<file path="src/rtl/ctr_pkg.sv">
package ctr_pkg;

  // Strobes from control to datapath for one clock edge.
  typedef struct packed {
    logic clear;   // synchronous clear of the count register
    logic regEn;   // register enable: count OR load
    logic load;    // take the parallel value
    logic step;    // advance by one in the selected direction
  } ctrStrobe_t;

endpackage

</file>
<file path="src/rtl/ctr_control.sv">
module ctr_control
  import ctr_pkg::*;
(
  input  logic       rst,
  input  logic       countEn,
  input  logic       loadEn,
  output ctrStrobe_t strobes
);

  always_comb begin
    strobes.clear = rst;
    strobes.regEn = countEn | loadEn;
    strobes.load  = loadEn;
    strobes.step  = countEn & ~loadEn;
  end

endmodule

</file>
<file path="src/rtl/ctr_group_decode.sv">
// First lookahead level: parallel decodes of each nibble and of the low
// half of each nibble, matched against the wrap value for the direction.
module ctr_group_decode #(
  parameter int WIDTH = 16
) (
  input  logic [WIDTH-1:0]   countVal,
  input  logic               countUp,
  output logic [WIDTH/4-1:0] halfDec,
  output logic [WIDTH/4-1:0] quadDec
);

  localparam int NQUAD = WIDTH / 4;

  for (genvar g = 0; g < NQUAD; g++) begin : gNibble
    logic [3:0] nib;
    assign nib        = countVal[4*g +: 4];
    assign halfDec[g] = countUp ? (&nib[1:0]) : ~(|nib[1:0]);
    assign quadDec[g] = countUp ? (&nib)      : ~(|nib);
  end

endmodule

</file>
<file path="src/rtl/ctr_carry_lookahead.sv">
// Second lookahead level: each 2-bit cell's carry is the AND of all full
// nibble decodes below it, plus the low-half decode of its own nibble when
// the cell is the upper pair of that nibble.
module ctr_carry_lookahead #(
  parameter int WIDTH = 16
) (
  input  logic [WIDTH/4-1:0] halfDec,
  input  logic [WIDTH/4-1:0] quadDec,
  output logic [WIDTH/2-1:0] pairCarry,
  output logic               allWrap
);

  localparam int NPAIR = WIDTH / 2;

  for (genvar k = 0; k < NPAIR; k++) begin : gCarry
    localparam int QBELOW = k / 2;
    logic quadAll;
    if (QBELOW == 0) begin : gNoQuad
      assign quadAll = 1'b1;
    end else begin : gQuad
      assign quadAll = &quadDec[QBELOW-1:0];
    end
    if ((k % 2) == 1) begin : gUpperPair
      assign pairCarry[k] = quadAll & halfDec[QBELOW];
    end else begin : gLowerPair
      assign pairCarry[k] = quadAll;
    end
  end

  assign allWrap = &quadDec;

endmodule

</file>
<file path="src/rtl/ctr_datapath.sv">
module ctr_datapath
  import ctr_pkg::*;
#(
  parameter int WIDTH = 16
) (
  input  logic             clk,
  input  ctrStrobe_t       strobes,
  input  logic             countUp,
  input  logic [WIDTH-1:0] loadValue,
  output logic [WIDTH-1:0] countOut,
  output logic             termCount
);

  localparam int NPAIR = WIDTH / 2;
  localparam int NQUAD = WIDTH / 4;

  logic [WIDTH-1:0] countReg;
  logic [WIDTH-1:0] stepped;
  logic [NQUAD-1:0] halfDec;
  logic [NQUAD-1:0] quadDec;
  logic [NPAIR-1:0] pairCarry;

  ctr_group_decode #(.WIDTH(WIDTH)) uDecode (
    .countVal (countReg),
    .countUp  (countUp),
    .halfDec  (halfDec),
    .quadDec  (quadDec)
  );

  ctr_carry_lookahead #(.WIDTH(WIDTH)) uCarry (
    .halfDec   (halfDec),
    .quadDec   (quadDec),
    .pairCarry (pairCarry),
    .allWrap   (termCount)
  );

  // 2-bit cells: the low bit toggles on the carry; the high bit toggles when
  // the carry is present and the low bit sits at the wrap value.
  for (genvar k = 0; k < NPAIR; k++) begin : gCell
    logic lo;
    logic hi;
    assign lo = countReg[2*k];
    assign hi = countReg[2*k+1];
    assign stepped[2*k]   = lo ^ pairCarry[k];
    assign stepped[2*k+1] = hi ^ (pairCarry[k] & (lo == countUp));
  end

  always_ff @(posedge clk) begin
    if (strobes.clear) begin
      countReg <= '0;
    end else if (strobes.regEn) begin
      if (strobes.load) begin
        countReg <= loadValue;
      end else if (strobes.step) begin
        countReg <= stepped;
      end
    end
  end

  assign countOut = countReg;

endmodule

</file>
<file path="src/rtl/lookahead_updown_counter.sv">
module lookahead_updown_counter
  import ctr_pkg::*;
#(
  parameter int WIDTH = 16
) (
  input  logic             clk,
  input  logic             rst,
  input  logic             countEn,
  input  logic             loadEn,
  input  logic             countUp,
  input  logic [WIDTH-1:0] loadValue,
  output logic [WIDTH-1:0] countOut,
  output logic             termCount
);

  ctrStrobe_t strobes;

  ctr_control uControl (
    .rst     (rst),
    .countEn (countEn),
    .loadEn  (loadEn),
    .strobes (strobes)
  );

  ctr_datapath #(.WIDTH(WIDTH)) uDatapath (
    .clk       (clk),
    .strobes   (strobes),
    .countUp   (countUp),
    .loadValue (loadValue),
    .countOut  (countOut),
    .termCount (termCount)
  );

endmodule

</file>
<file path="config.mk">
export PLATFORM = sky130hd
export DESIGN_NAME = lookahead_updown_counter
export DESIGN_NICKNAME = d
export VERILOG_FILES = /design/src/rtl/ctr_pkg.sv /design/src/rtl/ctr_control.sv /design/src/rtl/ctr_group_decode.sv /design/src/rtl/ctr_carry_lookahead.sv /design/src/rtl/ctr_datapath.sv /design/src/rtl/lookahead_updown_counter.sv
export SDC_FILE = /design/constraint.sdc
export NUM_CORES = 1
export LEC_CHECK = 0
export ABC_AREA = 1
export BUFFER_PORTS_ARGS = -buffer_cell sky130_fd_sc_hd__buf_4
export CAP_MARGIN = 5
export CORE_UTILIZATION = 40
export CTS_CLUSTER_DIAMETER = 100
export DETAILED_ROUTE_END_ITERATION = 16
export PLACE_DENSITY = 0.73
export SLEW_MARGIN = 10
export SYNTH_ARGS = -nofsm -noshare
export SYNTH_HDL_FRONTEND = slang
export SYNTH_HIERARCHICAL = 1
export SYNTH_SLANG_ARGS = --single-unit
</file>
<file path="constraint.sdc">
create_clock -name clk -period 1.4 [get_ports clk]
set_input_delay 0.21 -clock clk [delete_from_list [all_inputs] [get_ports clk]]
set_output_delay 0.21 -clock clk [all_outputs]
set_load 0.01 [all_outputs]
</file>
==> results.tsv, run 1 <==
stage	metric	value	unit
timing	Fin. Hold Viols	0	
floorplan	I/O pin count	38	
final_layout	number of flip-flops in the largest register	16	
synthesis	Synth warnings	6	
drt	routed length per instance	10.6	um
final_layout	commonest non-fill, non-tap cell in the layout	nand2_1	
synthesis	Synth cell types	19	
final_layout	Syn-to-layout area delta	39.9	%
min_path	hold_sp	rst	
drt	DRT iter0 DRCs	71	
critical_path	reg2reg path depth	12	
min_path	Worst Hold Path EP	uDatapath/countOut[7]	
timing	Final WS setup	-0.159	ns
critical_path	Crit-path slowest cell	dfxtp_4	
grt	GRT Overall Usage	0.202	
clock_tree	CTS Buf Count	3	
grt	largest net degree at the start of global routing	25	
place	hpwl dp	2680	um
critical_path	Worst Setup End Kind	output pin	
critical_path	Arr. time, crit path	1.35	ns
critical_path	crit path cell chain	nor2_4 -> nand3_2 -> nand2_2 -> nand2_2 -> buf_6 -> nor2_4 -> buf_6	
drt	final wirelength	3810	um
outcome	failing checks	setup timing	
flow_run	max_cap viols	0	
floorplan	die width	62.2	um
power	Pwr Density	699	mW/mm^2
critical_path	reg2reg end	uDatapath/countOut[15]	
critical_path	type of origin of the critical path	register	
drt	Vias/cell	4.87	
min_path	Hold Crit Class	in2reg	
critical_path	crit-path max cell delay	0.38	ns
power	Psw	0.000502	W
power	design internal power	0.000916	W
clock_tree	clk root buf	clkbuf_4	
place	IO Port Bufs	37	
floorplan	Die Y	62.2	um
floorplan	Core ar.	0.00342	mm^2
timing	RSZ-0062 raised after global routing	yes	
timing	Fin Clk Skew	0.00132	ns
grt	initial antenna violation count	0	
critical_path	worst r2r src	uDatapath/countOut[0]	
critical_path	flop2flop setup slack	-0.10	ns
synthesis	Post-Syn Nets	280	
drt	vias	1743	
floorplan	Starting Density	0.425	
synthesis	synthesized flop and latch total	16	
timing	fin crit period	1.56	ns
timing	Max Freq	641	MHz
final_layout	diode count	0	
outcome	status	finished with violations	
floorplan	standard-cell rows	21	
power	peak supply drop	0.000315	V
power	power consumption	0.00142	W
grt	global-route wire length before repair	6470	um
clock_tree	# clock sinks	16	
power	Sw Ratio	0.354	
final_layout	commonest cells after routing, fill and taps aside	nand2_1, buf_4, nor2_1	
clock_tree	Clock Tree Buf Depth	2	
clock_tree	Worst-path clk slew	0.10	ns
synthesis	Syn Area/Cell	5.60	um^2
synthesis	Mapped Area	0.00145	mm^2
final_layout	Nets	334	
floorplan	die area	0.00387	mm^2
drt	DRC viols	0	
min_path	Hold Path Stages	2	
critical_path	Critical Path RT	1.19	ns
timing	Slew Viols, Final	0	
grt	gr ovfl total	0	
place	RD Place Congestion	0.840	
timing	final clock period utilization by the worst path	1.11	
drt	drt first pass iters	4	
clock_tree	Clk Latency, worst-skew pair	0.29	ns
critical_path	Worst Setup Path Type	reg2out	
critical_path	critical-path maximum fanout	3	
power	Reg power frac	0.370	
clock_tree	# H-tree levels	1	
clock_tree	CTS tree	built	
final_layout	Layout Utilization	0.594	
power	logic gate share of total power	0.401	
drt	antenna-violating nets left	0	
final_layout	share of cells above drive strength 1	0.369	
synthesis	Post-Syn Instances	259	
grt	number of global-route vias before repair	1499	
power	power share of the clock group	0.228	
timing	Final setup viols	9	
power	Leak	0.994	nW
synthesis	sequential fraction of the synthesis area	0.221	
[synthesized netlist by cell type, drive strengths merged]
library cell / instances / area (um^2)
nand3: 29 / 145
conb: 1 / 3.75
clkbuf: 2 / 7.51
o21ai: 13 / 98.9
nand4: 8 / 50.1
nand2: 88 / 330
inv: 31 / 116
nor2: 40 / 153
dfxtp: 16 / 320
buf: 15 / 130
a21oi: 16 / 95.1
[worst max-delay path: cells and delay by family (launching register included)]
kind,cells,cell delay [ns]
simple gates,5,0.45
flops,1,0.38
buf+inv,2,0.22
[cell families (layout without fill, tap and decap cells)]
| kind of cell | count (synthesis) | after routing | synth area share |
|---|---|---|---|
| buffers and inverters | 48 | 101 | 0.175 |
| other | 1 | 1 | 0.00259 |
| AO/OA/AOI/OAI | 29 | 29 | 0.134 |
| flip-flops | 16 | 16 | 0.221 |
| AND/OR/NAND/NOR | 165 | 165 | 0.468 |
[what timing repair did]
item	in CTS	in global routing
gates resized for setup	23	16
buffers inserted	4	0
pin swaps	7	12
hold buffers	0	0
endpoints found under the setup margin	5	13
[per-stage QoR]
stage	std cells	hold WS [ns]	setup slack, ns	TNS (ns)	cell area, um^2
3_5_place_dp	350	0.526	-0.0880	-0.225	1850
3_3_place_gp	350	0.511	-0.0200	-0.0375	1850
6_report	358	0.210	-0.159	-0.415	2030
5_1_grt	358	0.213	-0.241	-1.93	2030
4_1_cts	358	0.202	-0.140	-0.278	1980
2_1_floorplan	259	0.436	0.0000749	0	1450
[worst max-delay path by stage]
stage	start	end	slack [ns]	depth (start not counted)
detailed placement	countUp	uDatapath/countOut[11]	-0.09	11
global route	uDatapath/countOut[0]	termCount	-0.24	8
global placement	countUp	uDatapath/countOut[11]	-0.02	11
floorplan	uDatapath/countOut[9]	uDatapath/countOut[15]	0.00007	11
finish	uDatapath/countOut[5]	termCount	-0.16	7
CTS	uDatapath/countOut[5]	termCount	-0.14	8
[power groups by stage]
stage | sequential [W] | combinational (W) | clock (W)
detailed placement | 0.000527 | 0.000517 | 0
global route | 0.000531 | 0.000632 | 0.000360
CTS | 0.000521 | 0.000555 | 0.000330
global placement | 0.000526 | 0.000513 | 0
floorplan | 0.000554 | 0.000300 | 0
finish | 0.000525 | 0.000569 | 0.000324
[layout make-up]
class	count	area, um^2
Tap cell	46	57.6
Timing Repair Buffer	66	515
Sequential cell	16	340
Fill cell	349	1390
Inverter	31	116
Clock buffer	4	36.3
Multi-Input combinational cell	195	963
[layer usage]
| layer | up-vias | track usage | wire length (um) | part of all wire |
|---|---|---|---|---|
| li1 | 919 | - | - | - |
| met1 | 765 | 0.269 | 1700 | 0.45 |
| met2 | 55 | 0.341 | 1760 | 0.46 |
| met3 | 4 | 0.0239 | 299 | 0.079 |
| met4 | 0 | 0.0581 | 40 | 0.011 |
| met5 | - | 0 | 0 | 0 |
No activity file was read; power rests on OpenSTA's default activity.
==> run 2, diff against run 1 <==
--- a/config.mk
+++ b/config.mk
@@ -5,13 +5,14 @@
 export SDC_FILE = /design/constraint.sdc
 export NUM_CORES = 1
 export LEC_CHECK = 0
-export ABC_AREA = 1
 export BUFFER_PORTS_ARGS = -buffer_cell sky130_fd_sc_hd__buf_4
 export CAP_MARGIN = 5
-export CORE_UTILIZATION = 40
+export CELL_PAD_IN_SITES_DETAIL_PLACEMENT = 0
+export CELL_PAD_IN_SITES_GLOBAL_PLACEMENT = 1
+export CORE_UTILIZATION = 34
 export CTS_CLUSTER_DIAMETER = 100
 export DETAILED_ROUTE_END_ITERATION = 16
-export PLACE_DENSITY = 0.73
+export PLACE_DENSITY = 0.83
 export SLEW_MARGIN = 10
 export SYNTH_ARGS = -nofsm -noshare
 export SYNTH_HDL_FRONTEND = slang
==> run 2 against run 1 <==
Compared with the run above:
- the flow still finishes with violations (setup timing)
- sequential power about the same
- critical endpoint unchanged
- maximum frequency down 15%
- first-iteration DRC count up 59%
- total power up 10%
- synthesized cell count down 28%
==> results.tsv, run 2 <==
stage	metric	value	unit	change
outcome	status	finished with violations		
outcome	failing checks	setup timing		
clock_tree	cts hold-fix bufs	0		unchanged
synthesis	Synth warnings	6		unchanged
clock_tree	# H-tree levels	1		unchanged
power	Psw	0.000511	W	+1.8%
synthesis	fraction of registers with async set/reset	0		unchanged
drt	antenna-violating nets left	0		unchanged
synthesis	top_reg_cell synth	dfxtp_1		
synthesis	synthesized flop and latch total	16		unchanged
critical_path	type of origin of the critical path	register		
clock_tree	Clk Latency, worst-skew pair	0.26	ns	-0.03 ns
critical_path	Worst Setup Path Type	reg2out		
power	Reg power frac	0.335		-0.035
synthesis	Synth Area in Simple Gates	0.397		-0.0708
power	design internal power	0.00105	W	+15%
critical_path	crit path cell chain	or4_4 -> o22ai_4 -> and4_1 -> buf_6		
grt	GRT met2 Usage	0.304		-0.0371
grt	largest net degree at the start of global routing	34		+36%
place	IO Port Bufs	37		unchanged
synthesis	Post-Syn Nets	208		-26%
place	placed instance area	0.00188	mm^2	+1.3%
final_layout	commonest non-fill, non-tap cell in the layout	buf_4		
final_layout	final instance area	0.00202	mm^2	-0.68%
synthesis	Syn Area/Cell	7.52	um^2	+34%
drt	routed length per instance	14.2	um	+34%
timing	Fin Clk Skew	0.00365	ns	+0.00233 ns
critical_path	Arr. time, crit path	1.63	ns	+0.28 ns
floorplan	Die Y	66.3	um	+6.6%
clock_tree	clk root buf	clkbuf_8		
critical_path	Critical Path RT	1.19	ns	about the same
synthesis	Mapped Area	0.00141	mm^2	-3.0%
clock_tree	CTS tree	built		
synthesis	mux contribution to synthesized area	0		unchanged
synthesis	Synth cell types	33		+14
floorplan	I/O pin count	38		unchanged
flow_run	max_cap viols	0		unchanged
floorplan	Starting Density	0.354		-0.0704
synthesis	Post-Syn Instances	187		-28%
power	logic gate share of total power	0.388		-0.013
critical_path	critical-path maximum fanout	4		+1
drt	vias	1577		-9.5%
grt	GRT Overall Usage	0.188		-0.0136
grt	number of global-route vias before repair	1398		-6.7%
timing	Final WS setup	-0.435	ns	-0.276 ns
timing	RSZ-0062 raised after global routing	yes		
final_layout	number of flip-flops in the largest register	16		unchanged
final_layout	commonest cells after routing, fill and taps aside	buf_4, o21ai_1, dfxtp_1		
synthesis	Synth top cells by count	dfxtp_1, o21ai_1, inv_1		
grt	gr ovfl total	0		unchanged
power	peak supply drop	0.000358	V	+13%
power	Sw Ratio	0.327		-0.0275
final_layout	Layout Utilization	0.508		-0.0866
floorplan	Core ar.	0.00397	mm^2	+16%
grt	grt peak-use layer	met2		
place	hpwl dp	2790	um	+4.0%
power	Pwr Density	777	mW/mm^2	+11%
synthesis	Synth Area in XOR/XNOR	0.0498		+0.0498
final_layout	share of cells above drive strength 1	0.416		+0.0474
timing	fin crit period	1.84	ns	+0.276 ns
synthesis	area leader, netlist	dfxtp_1		
timing	Final setup viols	13		+4
timing	Max Freq	545	MHz	-15%
drt	Vias/cell	5.48		+12%
drt	DRC viols	0		unchanged
drt	DRT iter0 DRCs	113		+59%
clock_tree	Worst-path clk slew	0.07	ns	-0.03 ns
synthesis	synthesized-area fraction occupied by adder cells	0		unchanged
clock_tree	Clock Tree Buf Depth	2		unchanged
synthesis	Synth Area in Compound Gates	0.214		+0.0807
power	Leak	0.822	nW	-17%
timing	final clock period utilization by the worst path	1.31		+0.197
clock_tree	# clock sinks	16		unchanged
grt	initial antenna violation count	0		unchanged
timing	Fin. Hold Viols	0		unchanged
synthesis	largest family of logic cells by synthesized area	simple AND/OR/NAND/NOR gates		
clock_tree	CTS Buf Count	3		unchanged
floorplan	standard-cell rows	23		+9.5%
final_layout	Syn-to-layout area delta	43.3	%	
final_layout	Nets	260		-22%
drt	drt first pass iters	4		unchanged
grt	global-route wire length before repair	6420	um	-0.65%
timing	Slew Viols, Final	0		unchanged
critical_path	crit-path max cell delay	0.55	ns	+0.17 ns
floorplan	die width	66.3	um	+6.6%
synthesis	share of the synthesized area in the top cell type	0.228		about the same
synthesis	Post-synth EDFFs	0		unchanged
grt	met1 usage	0.257		-0.0123
power	power share of the clock group	0.277		+0.049
floorplan	die area	0.00440	mm^2	+14%
synthesis	most frequent cell after synthesis	dfxtp_1		
place	RD Place Congestion	0.805		-4.2%
min_path	Hold Crit Class	in2reg		
grt	met3 Resource Use GR	0.0207		-0.00321
critical_path	Worst Setup End Kind	output pin		
critical_path	Crit-path slowest cell	or4_4		
drt	final wirelength	4100	um	+7.8%
synthesis	sequential fraction of the synthesis area	0.228		+0.00688
final_layout	diode count	0		unchanged
synthesis	synth top area cells	dfxtp_1, and4b_1, a2111oi_0, xnor2_1, buf_4		
run 2: cell types whose count changed in the layout (fill, tap and decap cells not counted), sizes merged, moves of 10 or more:
cell   before  now
nor2       40    8
nand2      88    8
and2        0   10
inv        31    9
nand3      29    8
run 2: area by class of cell:
class,instances,area [um^2]
well taps,50,62.6
repair buffers,66,503
multi-input cells,143,1030
flip-flops and latches,16,329
clock buffers,4,55.1
fillers,408,1960
inverters,9,33.8
run 2: power groups by stage:
| stage | registers, W | clock network (W) | logic, W |
|---|---|---|---|
| floorplan | 0.000584 | 0 | 0.000284 |
| global placement | 0.000532 | 0 | 0.000555 |
| detailed placement | 0.000532 | 0 | 0.000558 |
| CTS | 0.000522 | 0.000442 | 0.000587 |
| global route | 0.000528 | 0.000457 | 0.000661 |
| finish | 0.000524 | 0.000434 | 0.000608 |
run 2: logic make-up (layout without fill, tap and decap cells):
| family | count (synthesis) | count (layout) |
|---|---|---|
| DFF | 16 | 16 |
| xor gates and xnor gates | 8 | 8 |
| buffers and inverters | 28 | 79 |
| and+or+nand+nor | 88 | 88 |
| AOI/OAI and AO/OA | 46 | 46 |
| other | 1 | 1 |
run 2: per-stage QoR:
stage	std cells	hold slack (ns)	setup TNS (ns)	total power, W	setup WS [ns]
after floorplan	187	0.500	-2.68	0.000869	-0.278
after global placement	281	0.547	-4.19	0.00109	-0.360
after detailed placement	281	0.553	-4.46	0.00109	-0.426
after CTS	287	0.337	-4.33	0.00155	-0.468
after global routing	288	0.355	-4.95	0.00165	-0.479
final	288	0.339	-4.00	0.00157	-0.435
run 2: worst max-delay path, delay by kind of cell, from the launching register on:
| family | cells | cell delay, ns |
|---|---|---|
| simple gates | 2 | 0.79 |
| flops | 1 | 0.32 |
| compound gates | 1 | 0.15 |
| buf+inv | 1 | 0.11 |
run 2: final timing paths:
check / startpoint / to / slack (ns) / depth (start not counted)
worst min register to register: uDatapath/countOut[14] / uDatapath/countOut[14] / 0.57 / 2
worst min-delay path: loadValue[9] / uDatapath/countOut[9] / 0.34 / 4
worst max-delay path: uDatapath/countOut[4] / termCount / -0.44 / 4
worst max register to register: uDatapath/countOut[4] / uDatapath/countOut[12] / -0.38 / 7
run 2: per-layer routing:
layer  up-vias  wire (um)
li1        792          -
met1       745       2020
met2        40       1900
met3         0        183
met4         0          0
met5         -          0
run 2: timing repair:
action	CTS	global route
gates resized for setup	7	9
endpoints found under the setup margin	14	14
buffers inserted	2	1
pin swaps	4	8
hold endpoints to repair	0	0
==> run 3, diff against run 2 <==
--- a/config.mk
+++ b/config.mk
@@ -9,12 +9,12 @@
 export CAP_MARGIN = 5
 export CELL_PAD_IN_SITES_DETAIL_PLACEMENT = 0
 export CELL_PAD_IN_SITES_GLOBAL_PLACEMENT = 1
-export CORE_UTILIZATION = 34
+export CORE_ASPECT_RATIO = 0.5
+export CORE_UTILIZATION = 31
 export CTS_CLUSTER_DIAMETER = 100
 export DETAILED_ROUTE_END_ITERATION = 16
-export PLACE_DENSITY = 0.83
+export PLACE_DENSITY = 0.81
 export SLEW_MARGIN = 10
 export SYNTH_ARGS = -nofsm -noshare
 export SYNTH_HDL_FRONTEND = slang
-export SYNTH_HIERARCHICAL = 1
 export SYNTH_SLANG_ARGS = --single-unit
==> run 3 against run 2 <==
Compared with the run above:
- total power fell by 15%
- largest cell class unchanged
- worst hold slack got worse by 0.12 ns
- clock skew rose by 0.00087 ns
- via count fell by 28%
- sequential power barely moved
- area after synthesis fell by 28%
- final cell count fell by 22%
- first-iteration DRC count fell by 77%
- clock-buffer cell count fell by 1
- the run still ends with setup timing left
- cell area fell by 17%
- clock power fell by 18%
==> results.tsv, run 3 <==
stage	metric	value	unit	change
outcome	status	finished with violations		
outcome	failing checks	setup timing		
final_layout	share of cells above drive strength 1	0.484		+0.0677
drt	Vias/cell	5.04		-8.0%
floorplan	standard-cell rows	14		-39%
final_layout	Nets	207		-20%
synthesis	synth top area cells	dfxtp_1, xor2_1, a211oi_1, nor2_1, xnor2_1		
drt	antenna-violating nets left	0		unchanged
grt	global-route wire length before repair	5110	um	-20%
grt	initial antenna violation count	0		unchanged
place	RD Place Congestion	0.740		-8.1%
drt	routed length per instance	13.0	um	-8.5%
final_layout	commonest non-fill, non-tap cell in the layout	buf_4		
final_layout	final std cells w/o fill	224		-22%
critical_path	Worst Setup End Kind	output pin		
flow_run	max_cap viols	0		unchanged
synthesis	Post-Syn Nets	144		-31%
synthesis	Syn Area/Cell	8.27	um^2	+10%
drt	DRC viols	0		unchanged
critical_path	Critical Path RT	1.19	ns	about the same
drt	DRT iter0 DRCs	26		-77%
place	hpwl dp	1960	um	-30%
timing	fin crit period	1.92	ns	+0.0803 ns
floorplan	die width	83.0	um	+25%
power	Pwr Density	793	mW/mm^2	+2.1%
grt	number of global-route vias before repair	1140		-18%
timing	Final WS setup	-0.516	ns	-0.0803 ns
synthesis	Synth cell types	31		-6.1%
floorplan	Starting Density	0.332		-0.0223
critical_path	critical-path maximum fanout	2		-2
final_layout	commonest cells after routing, fill and taps aside	buf_4, nor2_1, xor2_1		
synthesis	fraction of registers with async set/reset	0		unchanged
synthesis	Post-synth EDFFs	0		unchanged
timing	Slew headroom	0.755		
clock_tree	clk root buf	clkbuf_8		
timing	setup TNS	-4.06	ns	-0.0594 ns
min_path	hold_sp	loadValue[0]		
timing	Max Freq	522	MHz	-4.2%
clock_tree	# clock sinks	16		unchanged
critical_path	worst r2r src	uDatapath.countOut[4]		
critical_path	Arr. time, crit path	1.71	ns	+0.08 ns
synthesis	share of the synthesized area in the top cell type	0.315		+0.0871
synthesis	area leader, netlist	dfxtp_1		
floorplan	Die Y	42.5	um	-36%
synthesis	top_reg_cell synth	dfxtp_1		
critical_path	Worst Setup SP	uDatapath.countOut[4]		
clock_tree	# H-tree levels	1		unchanged
timing	Fin. Hold Viols	0		unchanged
final_layout	Syn-to-layout area delta	64.8	%	
clock_tree	CTS tree	built		
synthesis	Synth warnings	0		-6
place	placed instance area	0.00154	mm^2	-18%
final_layout	diode count	0		unchanged
timing	Slew Viols, Final	0		unchanged
timing	Final setup viols	13		unchanged
synthesis	Post-Syn Instances	123		-34%
min_path	Hold Crit Class	in2reg		
floorplan	die area	0.00353	mm^2	-20%
timing	Fin Clk Skew	0.00452	ns	+0.000872 ns
drt	final wirelength	2920	um	-29%
synthesis	Synth top cells by count	dfxtp_1, nor2_1, a211oi_1, xor2_1, nand2_1		
final_layout	final instance area	0.00168	mm^2	-17%
final_layout	number of flip-flops in the largest register	16		unchanged
power	peak supply drop	0.000416	V	+16%
drt	vias	1129		-28%
clock_tree	cts hold-fix bufs	0		unchanged
grt	largest net degree at the start of global routing	30		-12%
drt	drt first pass iters	4		unchanged
grt	GRT Overall Usage	0.184		-0.00486
place	IO Port Bufs	37		unchanged
timing	final clock period utilization by the worst path	1.37		+0.0573
timing	hold_ws	0.223	ns	-0.116 ns
synthesis	Mapped Area	0.00102	mm^2	-28%
clock_tree	Worst-path clk slew	0.07	ns	about the same
clock_tree	CTS Buf Count	3		unchanged
power	Leak	0.732	nW	-11%
critical_path	type of origin of the critical path	register		
clock_tree	Clock Tree Buf Depth	2		unchanged
critical_path	Worst Setup Path Type	reg2out		
clock_tree	Clk Latency, worst-skew pair	0.25	ns	about the same
floorplan	I/O pin count	38		unchanged
synthesis	sequential fraction of the synthesis area	0.315		+0.0871
place	placed cell count	215		-23%
floorplan	Core ar.	0.00307	mm^2	-23%
timing	RSZ-0062 raised after global routing	yes		
grt	gr ovfl total	0		unchanged
timing	pin slew with the least headroom to its limit	0.364	ns	
synthesis	synthesized flop and latch total	16		unchanged
==> run 3: what timing repair did <==
item,CTS,global route
resized for setup,7,7
gates cloned,0,0
setup endpoints to repair,13,13
pin swaps,4,5
setup buffers,4,3
==> run 3: path summary, 6_finish.rpt <==
kind	endpoint	slack, ns	cells after the start
worst min-delay path	uDatapath.countOut[0]	0.22	3
worst min register to register	uDatapath.countOut[15]	0.64	2
worst max-delay path	termCount	-0.52	5
worst max register to register	uDatapath.countOut[10]	-0.51	6
==> run 3: final cells by class <==
type	count	area [um^2]
multi-input combinational	97	716
clock buffer	3	41.3
timing repair buffer	67	534
inverter	1	3.75
tap	40	50.0
fill	285	1390
sequential	16	332
==> run 3: worst max-delay path, cell delays in order, from the launching register on <==
cell and delay, ns:
dfxtp_2 0.32, or4_4 0.53, mux2i_4 0.20, buf_6 0.13, and4_1 0.16, buf_4 0.12
==> run 3: metal layers <==
layer	track usage	vias up	wire length, um
li1	-	574	-
met1	0.226	533	1360
met2	0.323	20	1430
met3	0.0531	2	109
met4	0.0379	0	19
met5	0	-	0
==> run 3: logic make-up after synthesis <==
kind of cell / count (synthesis) / share of synthesized area
compound gates: 23 / 0.156
xor+xnor: 19 / 0.164
buf+inv: 10 / 0.0381
flops: 16 / 0.315
mux: 4 / 0.0541
simple gates: 51 / 0.273
==> run 3: through the flow <==
step	power, W	worst slack, ns	util
2_1_floorplan	0.000735	-0.426	-
3_3_place_gp	0.000929	-0.402	0.502
3_5_place_dp	0.000934	-0.433	0.502
4_1_cts	0.00131	-0.492	0.534
5_1_grt	0.00140	-0.557	0.547
6_report	0.00133	-0.516	0.547
==> run 3: report_power, final <==
part           switching [W]  leakage [nW]  internal, W  total, W
Sequential         0.0000292         0.135     0.000492  0.000521
Clock               0.000165        0.0216     0.000191  0.000356
Combinational       0.000202         0.575     0.000251  0.000453
Total               0.000396         0.732     0.000934   0.00133
